<file path="src/rtl/pred_pkg.sv">
package pred_pkg;

    localparam int WORD_W = 16;
    localparam int PRED_W = 3;
    localparam int PRED_LSB = WORD_W - PRED_W;

    typedef struct packed {
        logic carry_ctl;   // active low: 0 makes the condition use C
        logic zero_ctl;    // active low: 0 makes the condition use Z
        logic invert;
    } pred_t;

    typedef struct packed {
        logic c;
        logic z;
    } flags_t;

    typedef enum logic [1:0] {
        SRC_BUS_COMMIT = 2'd0,
        SRC_IR_COMMIT  = 2'd1,
        SRC_BUS_NEXT   = 2'd2,
        SRC_SPARE      = 2'd3
    } src_sel_e;

    localparam pred_t PRED_ALWAYS = '{carry_ctl: 1'b1, zero_ctl: 1'b1, invert: 1'b0};
    localparam flags_t FLAGS_CLEAR = '{c: 1'b0, z: 1'b0};

    function automatic logic eval_cond(input pred_t p, input flags_t f);
        logic term;
        term = (p.carry_ctl | f.c) & (p.zero_ctl | f.z);
        return p.invert ^ term;
    endfunction

endpackage

</file>
<file path="src/rtl/pred_hold_reg.sv">
module pred_hold_reg
    import pred_pkg::*;
(
    input  logic  clk,
    input  logic  rst,
    input  logic  load,
    input  pred_t pred_in,
    output pred_t pred_q
);
    always_ff @(posedge clk) begin
        if (rst)
            pred_q <= PRED_ALWAYS;
        else if (load)
            pred_q <= pred_in;
    end
endmodule

</file>
<file path="src/rtl/flag_status_reg.sv">
module flag_status_reg
    import pred_pkg::*;
(
    input  logic   clk,
    input  logic   rst,
    input  logic   wr,
    input  flags_t flags_d,
    output flags_t flags_q
);
    always_ff @(posedge clk) begin
        if (rst)
            flags_q <= FLAGS_CLEAR;
        else if (wr)
            flags_q <= flags_d;
    end
endmodule

</file>
<file path="src/rtl/cond_select.sv">
module cond_select
    import pred_pkg::*;
(
    input  src_sel_e sel,
    input  pred_t    pred_bus,
    input  pred_t    pred_held,
    input  flags_t   flags_committed,
    input  flags_t   flags_next,
    output logic     enable
);
    pred_t  pred_pick;
    flags_t flags_pick;

    always_comb begin
        unique case (sel)
            SRC_IR_COMMIT: begin
                pred_pick  = pred_held;
                flags_pick = flags_committed;
            end
            SRC_BUS_NEXT: begin
                pred_pick  = pred_bus;
                flags_pick = flags_next;
            end
            default: begin
                pred_pick  = pred_bus;
                flags_pick = flags_committed;
            end
        endcase
        enable = eval_cond(pred_pick, flags_pick);
    end
endmodule

</file>
<file path="src/rtl/pred_exec_gate.sv">
module pred_exec_gate
    import pred_pkg::*;
(
    input  logic              clk,
    input  logic              rst,
    input  logic [WORD_W-1:0] data_in,
    input  logic              pred_ld,
    input  logic              flag_wr,
    input  logic              flag_c_nxt,
    input  logic              flag_z_nxt,
    input  logic [1:0]        src_sel,
    output logic              exec_en
);
    pred_t  bus_pred;
    pred_t  held_pred;
    flags_t next_flags;
    flags_t status_flags;
    src_sel_e sel_e;
    logic   unused_low_bits;

    assign bus_pred        = pred_t'(data_in[WORD_W-1:PRED_LSB]);
    assign unused_low_bits = ^data_in[PRED_LSB-1:0];
    assign next_flags      = '{c: flag_c_nxt, z: flag_z_nxt};
    assign sel_e           = src_sel_e'(src_sel);

    pred_hold_reg u_pred (
        .clk     (clk),
        .rst     (rst),
        .load    (pred_ld),
        .pred_in (bus_pred),
        .pred_q  (held_pred)
    );

    flag_status_reg u_flags (
        .clk     (clk),
        .rst     (rst),
        .wr      (flag_wr),
        .flags_d (next_flags),
        .flags_q (status_flags)
    );

    cond_select u_sel (
        .sel             (sel_e),
        .pred_bus        (bus_pred),
        .pred_held       (held_pred),
        .flags_committed (status_flags),
        .flags_next      (next_flags),
        .enable          (exec_en)
    );
endmodule

</file>
<file path="config.mk">
export PLATFORM = sky130hd
export DESIGN_NAME = pred_exec_gate
export DESIGN_NICKNAME = d
export VERILOG_FILES = /design/src/rtl/pred_pkg.sv /design/src/rtl/pred_hold_reg.sv /design/src/rtl/flag_status_reg.sv /design/src/rtl/cond_select.sv /design/src/rtl/pred_exec_gate.sv
export SDC_FILE = /design/constraint.sdc
export NUM_CORES = 1
export LEC_CHECK = 0
export CORE_AREA = 2 2 39 41
export CTS_BUF_LIST = sky130_fd_sc_hd__clkbuf_4
export DETAILED_ROUTE_END_ITERATION = 12
export DIE_AREA = 0 0 41 43
export RECOVER_POWER = 50
export REMOVE_ABC_BUFFERS = 1
export SYNTH_ARGS = -nofsm -noshare
export SYNTH_HDL_FRONTEND = slang
export SYNTH_SLANG_ARGS = --single-unit
</file>
<file path="constraint.sdc">
create_clock -name clk -period 3.2 [get_ports clk]
set_input_delay 0.96 -clock clk [delete_from_list [all_inputs] [get_ports clk]]
set_output_delay 0.96 -clock clk [all_outputs]
set_load 0.03 [all_outputs]
</file>
# After elaboration in Yosys (flattened, before gate mapping)
# Cells that the tools add are included.
# totals
output_inout_bits,1
input_bits,24
ram_bits,0
register_bits,5
latchBits,0
n_memories,0
romBits,0
word_cells,13
# classes
div_mod_pow,0
n_mul,0
reduce_logical,0
bitwise,4
add_sub_neg,0
n_eq_ne,2
n_shift,0
n_lt_le_gt_ge,0
n_mux,2
# ops
operator,count
$mux 3,1
$eq 2x1->1 const B,1
$eq 2x2->1 const B,1
$mux 2,1
$or 1x1->1,2
$and 1x1->1,1
$xor 1x1->1,1

# Depth between registers and ports, before layout
# Gate-level depths: netlist (run 1).
# depth
depth_word,5
mapped_depth,4
ltp_nobuf,4

# Modules after synthesis
# A second synthesis (run 1) with hierarchy kept.
# unflattened
hier_cells,28
hier_area_um2,266.5
# by_module_without_submodules
mod,cells_each,area_per_inst_um2,seq_area_each_um2,instances
pred_hold_reg,9,103.8,60.1,1
cond_select,13,95.1,0.0,1
flag_status_reg,6,67.6,40.0,1

# Worst setup path after synthesis (run 1)
# Ideal clock, no wire load.
# synth_timing
path_type,input to output
from,input port src_sel[1]
to,output port exec_en
path_stages,4
required_time_ps,2240
slack_ps,206
arrival_time_ps,2034
path_buffers,0
cell_sequence,xor2_1 or3_1 o2111ai_2 xor2_1
# synth_via
elab_chain_len,5
word_cells_on_any_way,8
cone_classes,eq/ne: 2; mux: 2; bitwise: 4
# synth_lines
item,line_no,rtl
"start, declared",pred_exec_gate.sv:11,"input logic [1:0] src_sel,"
$eq 2x1->1 or $eq 2x2->1 (tied branches),cond_select.sv:15,unique case (sel)
$mux 3 or $mux 2 (tied branches),cond_select.sv:15,
$or 1x1->1,pred_pkg.sv:30,term = (p.carry_ctl | f.c) & (p.zero_ctl | f.z);
$and 1x1->1,pred_pkg.sv:30,
$xor 1x1->1 (*),pred_pkg.sv:31,return p.invert ^ term;
"end, declared",pred_exec_gate.sv:12,output logic exec_en
# Every way passes the cells marked *; elsewhere a longest branch is shown, timed or not.

# Worst setup path in the final report (run 1)
# layout_timing
from,input port src_sel[0]
to,output port exec_en
# The elaborated chain is that of the path after synthesis.

==> results of run 1 <==
==> what timing repair did <==
action / CTS / global route
pin swaps: 1 / 2
setup endpoints to repair: 1 / 1
cloned: 0 / 0
gates resized for setup: 2 / 3
==> stage by stage <==
step / setup WS, ns / TNS, ns / instances / power [mW]
after floorplan: 0.206 / 0 / 26 / 0.0926
after global placement: -0.117 / -0.117 / 53 / 0.115
after detailed placement: -0.122 / -0.122 / 53 / 0.115
after CTS: 0.00762 / 0 / 57 / 0.199
after global routing: -0.00230 / -0.00230 / 57 / 0.212
final: 0.0569 / 0 / 57 / 0.196
==> cell families after synthesis <==
group            count (synthesis)  synth area share [%]
XOR/XNOR                         2                  6.67
AO/OA/AOI/OAI                    5                  18.6
multiplexers                     4                  15.2
AND/OR/NAND/NOR                 10                  21.4
flip-flops                       5                  38.1
==> state kept, by name (all words and copies together), names as in the netlist <==
| signal | cells |
|---|---|
| u_pred.pred_q | 3 |
| u_flags.flags_q | 2 |
==> synth_stat cells, drive strengths merged <==
library cell	number
dfxtp	5
o2111ai	1
o22ai	1
o22a	1
or2b	1
nand2b	2
or3	2
nor2b	2
xor2	2
nor2	3
mux2i	4
a211o	2
==> where the power goes <==
part	internal (mW)	total, mW	switching (mW)
Sequential	0.0666	0.0687	0.00215
Clock	0.0557	0.0824	0.0268
Combinational	0.0253	0.0451	0.0198
Total	0.148	0.196	0.0487
==> layer usage <==
metal  GRT usage [%]  routed length, um  up-vias
met5               0                  0        -
met4            8.00                 17        0
met3            6.81                 65        2
met2            11.3                245       13
met1            10.6                231      111
li1                -                  -      126
==> final cells by class <==
cell class | instances | area (um^2) | share of cell area [%]
Multi-Input combinational cell | 21 | 170 | 39.7
Timing Repair Buffer | 11 | 109 | 25.4
Sequential cell | 5 | 100 | 23.3
Clock buffer | 4 | 30.0 | 7.00
Tap cell | 16 | 20.0 | 4.66
==> worst reg2reg max path, stage by stage (launching register included) <==
cell	delay [ns]
dfxtp_1	0.30
nor2b_1	0.12
a211o_1	0.21
==> worst paths after layout <==
check	to	slack (ns)
max	exec_en	0.06
min	u_pred.pred_q[0]$_SDFFE_PP0P_	0.50
max reg2reg	u_pred.pred_q[1]$_SDFFE_PP1P_	2.45
min reg2reg	u_pred.pred_q[0]$_SDFFE_PP0P_	0.50
==> results.sh, run 1 <==
export IMPL_status="complete, no violations"
export IMPL_crit_required_ns=2.24
export IMPL_ios=25
export IMPL_fin_util_pct=31.0
export IMPL_fill_cells=152
export IMPL_synth_cell_types=12
export IMPL_max_stage_delay_ns=0.38
export IMPL_clk_latency_ns=0.24
export IMPL_core_area_um2=1380
export IMPL_final_cell_mix="clkdlybuf4s50_1, dfxtp_1, mux2i_1, clkbuf_4, nor2_1"
export IMPL_critPathLaunch="src_sel[0]"
export IMPL_finalHoldViolations=0
export IMPL_numCtsBuffers=3
export IMPL_route_detailed_drc=0
export IMPL_hold_buffers=0
export IMPL_drt_total_wl_um=560
export IMPL_synth_seq_cells=5
export IMPL_drt_first_iter_violations=5
export IMPL_layout_commonest_cell="clkdlybuf4s50_1"
export IMPL_cp_num_buf_inv=2
export IMPL_grt_pass1_vias=274
export IMPL_grt_pass1_wl_mm=1.06
export IMPL_syn_area_per_cell_um2=10.1
export IMPL_critPathArrivalTime_ns=2.18
export IMPL_cts_max_level=1
export IMPL_hold_class="reg -> reg"
export IMPL_die_area_um2=1760
export IMPL_wl_per_cell_um=9.82
export IMPL_critPathLaunchType="input pin"
export IMPL_start_util_pct=19.0
export IMPL_tightest_slew_ns=0.200
export IMPL_place_area_um2=390
export IMPL_yosys_area_top_type_share_pct=38.1
export IMPL_crit_slowest_cell="or3_1"
export IMPL_grt_max_degree=6
export IMPL_setup_viol=0
export IMPL_via_per_inst=4.42
export IMPL_power_leakage_nw=0.191
export IMPL_postCtsSetupRepairBufs=0
export IMPL_r2r_start="u_pred.pred_q[1]$_SDFFE_PP1P_"
export IMPL_n_antenna_cell=0
export IMPL_cellPowerDensity_nw_per_um2=457
export IMPL_slew_violations=0
export IMPL_area_growth_pct=63.3
export IMPL_reg2reg_depth=2
export IMPL_cp_top_family="simple AND/OR/NAND/NOR gates"
export IMPL_cts_clk_slew_worst_paths_ns=0.04
export IMPL_crit_path_max_fanout=3
export IMPL_whs_ns=0.496
export IMPL_cts_buffer_depth=2
export IMPL_synth_area_leaders="dfxtp_1, mux2i_1, a211o_1"
export IMPL_synth_area_leader_cell="dfxtp_1"
export IMPL_cts_tree="done"
export IMPL_yosys_warnings=0
export IMPL_max_cap_viol_count=0
export IMPL_grt_overflow_total=0
export IMPL_fin_crit_sh_pct=98.2
export IMPL_die_w_um=41
export IMPL_vias=252
export IMPL_synth_cells=26
export IMPL_maxSlewHeadroom_pct=86.6
export IMPL_holdPathStages=2
export IMPL_postRouteAntennaNets=0
export IMPL_worstPathCellList="dlygate4sd2_1 -> nand2b_4 -> or3_1 -> o2111ai_2 -> xor2_1 -> buf_4"
export IMPL_cts_root_buf="clkbuf_4"
export IMPL_peakVddDrop_mv=0.241
export IMPL_critical_path_class="in -> out"
export IMPL_rows=14
export IMPL_finalClockSkew_ns=0
export IMPL_fin_nets=66
export IMPL_fmax_mhz=318
export IMPL_layout_drive_gt1_share_pct=19.5
export IMPL_ys_seq_area_share_pct=38.1
export IMPL_fin_crit_ns=3.14
export IMPL_worst_path_stages=6
export IMPL_end_kind="output pin"
export IMPL_syn_cell_area_um2=263
export IMPL_final_area_um2=429
export IMPL_antenna_found_initial=0
export IMPL_drtPass1Iterations=3
export IMPL_gr_usage_all_layers_pct=9.43
export IMPL_die_h_um=43
export IMPL_worstHoldStart="u_pred.pred_q[0]$_SDFFE_PP0P_"
export IMPL_place_congestion=0.705
export IMPL_clock_sinks=5
export IMPL_port_buffer_count=11
(Power assumes the default switching activity.)
==> inputs of run 2 (changes only) <==
- SKIP_LAST_GASP: unset -> 1
==> results of run 2 <==
Final layout, timing and power as in run 1 (identical DEF).
